**config.mk**
```make
export PLATFORM = sky130hd
export DESIGN_NAME = jtag_bscan_tap
export DESIGN_NICKNAME = d
export VERILOG_FILES = /design/src/rtl/bscan_pkg.sv /design/src/rtl/bscan_tap_fsm.sv /design/src/rtl/bscan_tap_ir.sv /design/src/rtl/bscan_tap_dr.sv /design/src/rtl/bscan_bsr.sv /design/src/rtl/jtag_bscan_tap.sv
export SDC_FILE = /design/constraint.sdc
export NUM_CORES = 1
export LEC_CHECK = 0
export BUFFER_PORTS_ARGS = -buffer_cell sky130_fd_sc_hd__buf_4
export CAP_MARGIN = 20
export CORE_UTILIZATION = 30
export CTS_BUF_LIST = sky130_fd_sc_hd__clkbuf_16
export CTS_CLUSTER_DIAMETER = 120
export CTS_CLUSTER_SIZE = 16
export DETAILED_ROUTE_END_ITERATION = 16
export GPL_TIMING_DRIVEN = 1
export PLACE_DENSITY = 0.53
export SYNTH_ARGS = -nofsm -noshare
export SYNTH_HDL_FRONTEND = slang
export SYNTH_SLANG_ARGS = --single-unit
```
**constraint.sdc**
```tcl
create_clock -name tck -period 3.3 [get_ports tck]
set_clock_uncertainty 0.15 [all_clocks]
set_input_delay 0.33 -clock tck [delete_from_list [all_inputs] [get_ports tck]]
set_output_delay 0.33 -clock tck [all_outputs]
set_load 0.01 [all_outputs]
```
**src/rtl/bscan_pkg.sv**
```systemverilog
package bscan_pkg;

    localparam int IR_W = 5;
    localparam int ID_W = 32;

    // Controller states; encoding is free, transitions are fixed
    typedef enum logic [3:0] {
        TS_RESET    = 4'h0,
        TS_IDLE     = 4'h1,
        TS_SEL_DR   = 4'h2,
        TS_CAP_DR   = 4'h3,
        TS_SHIFT_DR = 4'h4,
        TS_EXIT1_DR = 4'h5,
        TS_PAUSE_DR = 4'h6,
        TS_EXIT2_DR = 4'h7,
        TS_UPD_DR   = 4'h8,
        TS_SEL_IR   = 4'h9,
        TS_CAP_IR   = 4'hA,
        TS_SHIFT_IR = 4'hB,
        TS_EXIT1_IR = 4'hC,
        TS_PAUSE_IR = 4'hD,
        TS_EXIT2_IR = 4'hE,
        TS_UPD_IR   = 4'hF
    } tap_state_e;

    localparam logic [IR_W-1:0] OP_EXTEST   = 5'b00000;
    localparam logic [IR_W-1:0] OP_IDCODE   = 5'b00001;
    localparam logic [IR_W-1:0] OP_SAMPLE   = 5'b00010;
    localparam logic [IR_W-1:0] OP_CORE_RST = 5'b01100;
    localparam logic [IR_W-1:0] OP_BYPASS   = 5'b11111;
    localparam logic [IR_W-1:0] IR_CAPTURE  = 5'b00001;

    typedef enum logic [1:0] {
        SEL_BYPASS = 2'd0,
        SEL_ID     = 2'd1,
        SEL_BSR    = 2'd2,
        SEL_RST    = 2'd3
    } dr_sel_e;

    typedef struct packed {
        logic    extest;
        logic    sample;
        logic    core_rst;
        dr_sel_e sel;
    } ir_decode_t;

    function automatic tap_state_e tap_next(input tap_state_e s, input logic tms);
        tap_state_e n;
        case (s)
            TS_RESET:    n = tms ? TS_RESET    : TS_IDLE;
            TS_IDLE:     n = tms ? TS_SEL_DR   : TS_IDLE;
            TS_SEL_DR:   n = tms ? TS_SEL_IR   : TS_CAP_DR;
            TS_CAP_DR:   n = tms ? TS_EXIT1_DR : TS_SHIFT_DR;
            TS_SHIFT_DR: n = tms ? TS_EXIT1_DR : TS_SHIFT_DR;
            TS_EXIT1_DR: n = tms ? TS_UPD_DR   : TS_PAUSE_DR;
            TS_PAUSE_DR: n = tms ? TS_EXIT2_DR : TS_PAUSE_DR;
            TS_EXIT2_DR: n = tms ? TS_UPD_DR   : TS_SHIFT_DR;
            TS_UPD_DR:   n = tms ? TS_SEL_DR   : TS_IDLE;
            TS_SEL_IR:   n = tms ? TS_RESET    : TS_CAP_IR;
            TS_CAP_IR:   n = tms ? TS_EXIT1_IR : TS_SHIFT_IR;
            TS_SHIFT_IR: n = tms ? TS_EXIT1_IR : TS_SHIFT_IR;
            TS_EXIT1_IR: n = tms ? TS_UPD_IR   : TS_PAUSE_IR;
            TS_PAUSE_IR: n = tms ? TS_EXIT2_IR : TS_PAUSE_IR;
            TS_EXIT2_IR: n = tms ? TS_UPD_IR   : TS_SHIFT_IR;
            TS_UPD_IR:   n = tms ? TS_SEL_DR   : TS_IDLE;
            default:     n = TS_RESET;
        endcase
        return n;
    endfunction

    // Unlisted opcodes fall back to the bypass cell
    function automatic ir_decode_t ir_decode(input logic [IR_W-1:0] op);
        ir_decode_t d;
        d = '{extest: 1'b0, sample: 1'b0, core_rst: 1'b0, sel: SEL_BYPASS};
        case (op)
            OP_EXTEST:   begin d.extest   = 1'b1; d.sel = SEL_BSR; end
            OP_SAMPLE:   begin d.sample   = 1'b1; d.sel = SEL_BSR; end
            OP_IDCODE:   d.sel = SEL_ID;
            OP_CORE_RST: begin d.core_rst = 1'b1; d.sel = SEL_RST; end
            default:     d.sel = SEL_BYPASS;
        endcase
        return d;
    endfunction

endpackage

```
**src/rtl/bscan_tap_fsm.sv**
```systemverilog
module bscan_tap_fsm
    import bscan_pkg::*;
(
    input  logic       tck,
    input  logic       rst,
    input  logic       tms,
    output tap_state_e state
);

    always_ff @(posedge tck) begin
        if (rst) state <= TS_RESET;
        else     state <= tap_next(state, tms);
    end

    // Run length of consecutive mode-high edges, saturating at five
    logic [2:0] ones_q;
    always_ff @(posedge tck) begin
        if (rst || !tms)          ones_q <= 3'd0;
        else if (ones_q != 3'd5)  ones_q <= ones_q + 3'd1;
    end

    p_five_ones_r1: assert property (@(posedge tck) disable iff (rst)
        (ones_q == 3'd5) |-> (state == TS_RESET));

    p_leave_reset_r1: assert property (@(posedge tck) disable iff (rst)
        (state == TS_RESET && !tms) |=> (state == TS_IDLE));

endmodule

```
**src/rtl/bscan_tap_ir.sv**
```systemverilog
module bscan_tap_ir
    import bscan_pkg::*;
(
    input  logic            tck,
    input  logic            rst,
    input  logic            tdi,
    input  tap_state_e      state,
    output logic [IR_W-1:0] ir_q,
    output logic            ir_lsb
);

    logic [IR_W-1:0] shreg;

    always_ff @(posedge tck) begin
        if (rst) begin
            shreg <= IR_CAPTURE;
            ir_q  <= OP_IDCODE;
        end else begin
            case (state)
                TS_CAP_IR:   shreg <= IR_CAPTURE;
                TS_SHIFT_IR: shreg <= {tdi, shreg[IR_W-1:1]};
                default:     ;
            endcase
            if (state == TS_RESET)       ir_q <= OP_IDCODE;
            else if (state == TS_UPD_IR) ir_q <= shreg;
        end
    end

    assign ir_lsb = shreg[0];

    p_default_idcode_r2: assert property (@(posedge tck) disable iff (rst)
        (state == TS_RESET) |=> (ir_q == OP_IDCODE));

    p_ir_hold_r3: assert property (@(posedge tck) disable iff (rst)
        (state != TS_UPD_IR && state != TS_RESET) |=> $stable(ir_q));

endmodule

```
**src/rtl/bscan_tap_dr.sv**
```systemverilog
module bscan_tap_dr
    import bscan_pkg::*;
#(
    parameter logic [ID_W-1:0] ID_VALUE = 32'h1BE5_7A2D
) (
    input  logic       tck,
    input  logic       rst,
    input  logic       tdi,
    input  tap_state_e state,
    input  dr_sel_e    sel,
    input  logic       rst_insn,
    input  logic       ext_rst_n,
    output logic       dr_lsb,
    output logic       core_reset
);

    logic            byp_q;
    logic [ID_W-1:0] id_sr;
    logic            rst_sr;
    logic            rst_hold;
    logic            cap, shf, upd;

    assign cap = (state == TS_CAP_DR);
    assign shf = (state == TS_SHIFT_DR);
    assign upd = (state == TS_UPD_DR);

    always_ff @(posedge tck) begin
        if (rst) begin
            byp_q    <= 1'b0;
            id_sr    <= ID_VALUE;
            rst_sr   <= 1'b0;
            rst_hold <= 1'b0;
        end else begin
            case (sel)
                SEL_ID: begin
                    if (cap)      id_sr <= ID_VALUE;
                    else if (shf) id_sr <= {tdi, id_sr[ID_W-1:1]};
                end
                SEL_RST: begin
                    if (cap)      rst_sr <= rst_hold;
                    else if (shf) rst_sr <= tdi;
                end
                SEL_BYPASS: begin
                    if (cap)      byp_q <= 1'b0;
                    else if (shf) byp_q <= tdi;
                end
                default: ;
            endcase
            if (state == TS_RESET)      rst_hold <= 1'b0;
            else if (upd && rst_insn)   rst_hold <= rst_sr;
        end
    end

    always_comb begin
        case (sel)
            SEL_ID:  dr_lsb = id_sr[0];
            SEL_RST: dr_lsb = rst_sr;
            default: dr_lsb = byp_q;
        endcase
    end

    assign core_reset = rst_hold | ~ext_rst_n;

    p_req_stable_r7: assert property (@(posedge tck) disable iff (rst)
        (!(upd && rst_insn) && state != TS_RESET) |=> $stable(rst_hold));

endmodule

```
**src/rtl/bscan_bsr.sv**
```systemverilog
module bscan_bsr
    import bscan_pkg::*;
#(
    parameter int NPADS = 4
) (
    input  logic             tck,
    input  logic             rst,
    input  logic             tdi,
    input  tap_state_e       state,
    input  logic             bsr_sel,
    input  logic             extest,
    input  logic             sample,
    input  logic             core_reset,
    input  logic [NPADS-1:0] pad_in,
    input  logic [NPADS-1:0] core_out,
    input  logic [NPADS-1:0] core_oe,
    output logic             bsr_lsb,
    output logic [NPADS-1:0] pad_out,
    output logic [NPADS-1:0] pad_oe
);

    localparam int CELLS = 3;
    localparam int CHAIN = CELLS * NPADS;

    logic [CHAIN-1:0] shreg;
    logic [CHAIN-1:0] cap_img;
    logic [NPADS-1:0] sh_out, sh_oe;
    logic [NPADS-1:0] lat_out, lat_oe;

    // Per pad: input sample, output value, output enable
    for (genvar i = 0; i < NPADS; i++) begin : g_pad
        assign cap_img[CELLS*i]     = pad_in[i];
        assign cap_img[CELLS*i + 1] = core_out[i];
        assign cap_img[CELLS*i + 2] = core_oe[i];
        assign sh_out[i]            = shreg[CELLS*i + 1];
        assign sh_oe[i]             = shreg[CELLS*i + 2];
        assign pad_out[i] = extest ? lat_out[i] : core_out[i];
        assign pad_oe[i]  = extest ? lat_oe[i]  : (core_oe[i] & ~core_reset);
    end

    always_ff @(posedge tck) begin
        if (rst) begin
            shreg   <= '0;
            lat_out <= '0;
            lat_oe  <= '0;
        end else if (bsr_sel) begin
            if (state == TS_CAP_DR)        shreg <= cap_img;
            else if (state == TS_SHIFT_DR) shreg <= {tdi, shreg[CHAIN-1:1]};
            if (state == TS_UPD_DR) begin
                lat_out <= sh_out;
                lat_oe  <= sh_oe;
            end
        end
    end

    assign bsr_lsb = shreg[0];

    p_hiz_in_reset_r8: assert property (@(posedge tck) disable iff (rst)
        (core_reset && !extest) |-> (pad_oe == '0));

    p_preload_quiet_r5: assert property (@(posedge tck) disable iff (rst)
        (sample && !core_reset) |-> (pad_out == core_out && pad_oe == core_oe));

endmodule

```
**src/rtl/jtag_bscan_tap.sv**
```systemverilog
module jtag_bscan_tap
    import bscan_pkg::*;
#(
    parameter int              NPADS    = 4,
    parameter logic [ID_W-1:0] ID_VALUE = 32'h1BE5_7A2D
) (
    input  logic             tck,
    input  logic             tap_rst,
    input  logic             tms,
    input  logic             tdi,
    output logic             tdo,
    output logic             tdo_en,
    input  logic             ext_rst_n,
    output logic             core_reset,
    input  logic [NPADS-1:0] pad_in,
    input  logic [NPADS-1:0] core_out,
    input  logic [NPADS-1:0] core_oe,
    output logic [NPADS-1:0] pad_out,
    output logic [NPADS-1:0] pad_oe
);

    tap_state_e      state;
    logic [IR_W-1:0] ir_q;
    logic            ir_lsb, reg_lsb, bsr_lsb, dr_bit;
    ir_decode_t      dec;
    logic            in_shift_ir, in_shift_dr;

    bscan_tap_fsm u_fsm (
        .tck   (tck),
        .rst   (tap_rst),
        .tms   (tms),
        .state (state)
    );

    bscan_tap_ir u_ir (
        .tck    (tck),
        .rst    (tap_rst),
        .tdi    (tdi),
        .state  (state),
        .ir_q   (ir_q),
        .ir_lsb (ir_lsb)
    );

    assign dec = ir_decode(ir_q);

    bscan_tap_dr #(.ID_VALUE(ID_VALUE)) u_dr (
        .tck        (tck),
        .rst        (tap_rst),
        .tdi        (tdi),
        .state      (state),
        .sel        (dec.sel),
        .rst_insn   (dec.core_rst),
        .ext_rst_n  (ext_rst_n),
        .dr_lsb     (reg_lsb),
        .core_reset (core_reset)
    );

    bscan_bsr #(.NPADS(NPADS)) u_bsr (
        .tck        (tck),
        .rst        (tap_rst),
        .tdi        (tdi),
        .state      (state),
        .bsr_sel    (dec.sel == SEL_BSR),
        .extest     (dec.extest),
        .sample     (dec.sample),
        .core_reset (core_reset),
        .pad_in     (pad_in),
        .core_out   (core_out),
        .core_oe    (core_oe),
        .bsr_lsb    (bsr_lsb),
        .pad_out    (pad_out),
        .pad_oe     (pad_oe)
    );

    assign in_shift_ir = (state == TS_SHIFT_IR);
    assign in_shift_dr = (state == TS_SHIFT_DR);
    assign dr_bit      = (dec.sel == SEL_BSR) ? bsr_lsb : reg_lsb;

    // Serial output launched on the falling edge
    always_ff @(negedge tck) begin
        if (tap_rst) begin
            tdo    <= 1'b0;
            tdo_en <= 1'b0;
        end else begin
            tdo_en <= in_shift_ir | in_shift_dr;
            tdo    <= in_shift_ir ? ir_lsb : (in_shift_dr ? dr_bit : 1'b0);
        end
    end

    p_tdo_window_r9: assert property (@(posedge tck) disable iff (tap_rst)
        tdo_en == (in_shift_ir || in_shift_dr));

    p_ext_reset_r7: assert property (@(posedge tck) disable iff (tap_rst)
        !ext_rst_n |-> core_reset);

endmodule

```
==> results.md <==
- Status: completed
- Pleak: between 1 and 1.5 nW
- Filler cells: about 1100
- Yosys top cell by area: dfxtp_1
- Most frequent cell after synthesis: dfxtp_1
- DIE AREA: 10900 um^2
- IO Port Bufs: 27
- Crit-path max FO: 6
- DRC: 0
- Max-cap violation count: 0
- Relative slew margins: 55.1%
- Layout Area Growth over Synthesis: 21.2%
- Vert. Die Dim: ~100 um
- N_diodes: 0
- Clock-pin slew of the registers on the worst-case setup and hold paths: 0.05 ns
- Initial Util: between 30% and 40%
- Cell area after layout: 3830 um^2
- Cts repair resizes: 0
- GRT Overall Usage: 13.8%
- WP data required: 1.75 ns
- Dpl hpwl: 4560 um
- Drt initial violations: between 100 and 150
- Final setup viols: 0
- Cells after Synth: 383
- Largest net degree at the start of global routing: 33
- EDFF count, synth: 0
- Drt first pass iters: 4
- FP Rows: 37
- Worst-path cell chain: or4_1, o21ai_0, a21o_1, a31oi_1
- Sequential share of power: 44.9%
- Via density: ~4.9
- Largest family of logic cells by synthesized area: simple AND/OR/NAND/NOR gates
- Gp weighted congestion: 0.829
- TritonCTS clock tree: yes
- Clock share of power: ~46%
- Crit-path slowest cell: or4_1
- Startpoint types: flop
- Final hold vios: 0
- Postcts setup bufs: 0
- Yosys reg bits: 71
- Async SR Flop Fraction: 0%
- CTS root buf: clkbuf_16
- Delay of the slowest critical-path stage: 0.56 ns
- Total gr overflow: 0
- Die extent in x: 105 um
- NumNets Final: 423
- Number of distinct library cells after synthesis: 48
- Int Pwr: approximately 1.5 mW
- Share of cells above drive strength 1: approximately a fifth
- Pwr dens: 522 nW/um^2
- Sum of negative setup slack: 0 ns
- Synth Area per Inst: between 8 and 9 um^2
- Compound-Gate Fraction of Synth Area: between 15 and 20%
- CTS Sinks: between 70 and 80
- Synth Cell Area: 3160 um^2
- Ranking of synthesized cells by area: dfxtp_1 45%, nand2_1 6.2%, nor2_1 5.9%
- First-pass GRT wire length: 12200 um
- Worst IR drop on VDD: 252 uV
- CTS Buf Count: 9
- Final slew viol count: 0
- Vias: 2685
- Seq/Total Area, Yosys: 45.0%
- H-Tree Level Count: 3
- Placeable core area: just over 10000 um^2
- CP delay by family, top: simple AND/OR/NAND/NOR gates
- Sw Pwr: 0.487 mW
- Worst Path Buf+Inv: 0
- Wirelength per Cell: 12.9 um
- Yosys warnings: 0
- Mux cell area share after synthesis: 5.55%
- WS Path Type: flop to flop
- Share of the synthesized area in the top cell type: 45.0%
- Synth Area in Adders: 0%
- Hold WC Path Type: input port to flop
- Worst slew pin tran: 0.671 ns
- CTS Buffer Depth: 2
- Worst EP arrival: about 1.6 ns
- Post-CTS Hold Fix Bufs: 0
- Post-synth top cells: 71 x dfxtp_1, 52 x nand2_1, 50 x nor2_1, 29 x a21oi_1, 27 x o21ai_0
- Comb power frac: 8.7%
- Syn_nets: 400
- Post-DRT Antenna Nets: 0
- Simple-gate area share of the yosys netlist: 24.2%
- Antenna violations before repair: 0
- Routed wire length: 7030 um
- Vias in the first global route: 2557
- Worst-skew pair later-pin latency: 0.32 ns
- Post-synthesis xor/xnor area fraction: 0%
- Crit end category: flop
- Net Sw Frac: 24.4%
- Top FF cell, synth: dfxtp_1
- Number of I/O pins: 28
- RSZ-0062 raised after global routing: false
- Placement Cell Area: roughly 3500 um^2
metal layers:
layer | share of wire (%) | GRT usage [%] | vias to the layer above | wire length [um]
met3 | 3.2 | 3.12 | 10 | 228
met5 | 0 | 0 | - | 0
met4 | 1.1 | 5.73 | 0 | 77
met1 | 50 | 17.3 | 1247 | 3520
met2 | 46 | 22.9 | 36 | 3210
li1 | - | - | 1392 | -
logic make-up (layout without fill, tap and decap cells):
group | after synthesis | after routing
simple gates | 164 | 164
compound gates | 92 | 92
flops | 71 | 71
buf+inv | 39 | 67
mux | 17 | 17
area by class of cell:
type / instances / area, um^2 / area share [%]
inverter: 4 / 15.0 / 0.392
clock inverter: 8 / 50.0 / 1.31
clock buffer: 10 / 250 / 6.54
sequential: 71 / 1420 / 37.1
tap: 136 / 170 / 4.45
timing repair buffer: 45 / 338 / 8.83
multi-input combinational: 273 / 1580 / 41.4
worst register-to-register path, cell delays in order (launching register included):
cell and delay (ns):
dfxtp_1 0.35, or4_1 0.56, o21ai_0 0.19, a21o_1 0.14, a31oi_1 0.04
layout by cell type (no fill, tap or decap), drive strengths merged, types with 2 or more instances in the layout:
master,n
a2111oi,2
a211o,2
a211oi,3
a21oi,30
a311oi,12
a31oi,2
and2,2
and3b,2
buf,45
clkbuf,10
clkinv,4
clkinvlp,2
dfxtp,71
inv,6
mux2,4
mux2i,13
nand2,52
nand2b,5
nand3,20
nand3b,2
nor2,50
nor2b,3
nor3,18
nor4b,2
o21a,2
o21ai,30
power groups by stage:
stage	combinational (mW)	sequential, mW	clock (mW)
final	0.174	0.897	0.927
after global routing	0.194	0.900	0.994
after CTS	0.176	0.897	0.948
after detailed placement	0.175	0.916	0.00569
after global placement	0.173	0.914	0.00569
after floorplan	0.116	0.909	0.00569
final timing paths:
check	startpoint	endpoint	slack, ns	depth (start not counted)
max	u_ir.ir_q[4]	tdo	0.15	4
min	tms	u_fsm.state[0]	0.11	2
max reg2reg	u_ir.ir_q[4]	tdo	0.15	4
min reg2reg	u_dr.id_sr[20]	u_dr.id_sr[20]	0.30	2
sequential cells by signal, indices dropped and copies added (netlist names):
register       count
tdo                1
tdo_en             1
u_bsr.lat_oe       4
u_bsr.lat_out      4
u_bsr.shreg       12
u_dr.byp_q         1
u_dr.id_sr        32
u_dr.rst_hold      1
u_dr.rst_sr        1
u_fsm.state        4
u_ir.ir_q          5
u_ir.shreg         5
per-stage QoR:
stage          hold slack (ns)  utilization, %  total power, mW  setup slack, ns  cells
2_1_floorplan            0.282               -             1.03           0.0536    383
3_3_place_gp             0.289            34.4             1.09            0.155    530
3_5_place_dp             0.296            34.4             1.10           0.0999    530
4_1_cts                 0.0971            37.2             2.02            0.138    547
5_1_grt                  0.107            37.2             2.09           0.0329    547
6_report                 0.107            37.2             2.00            0.154    547
(Power assumes the default switching activity.)
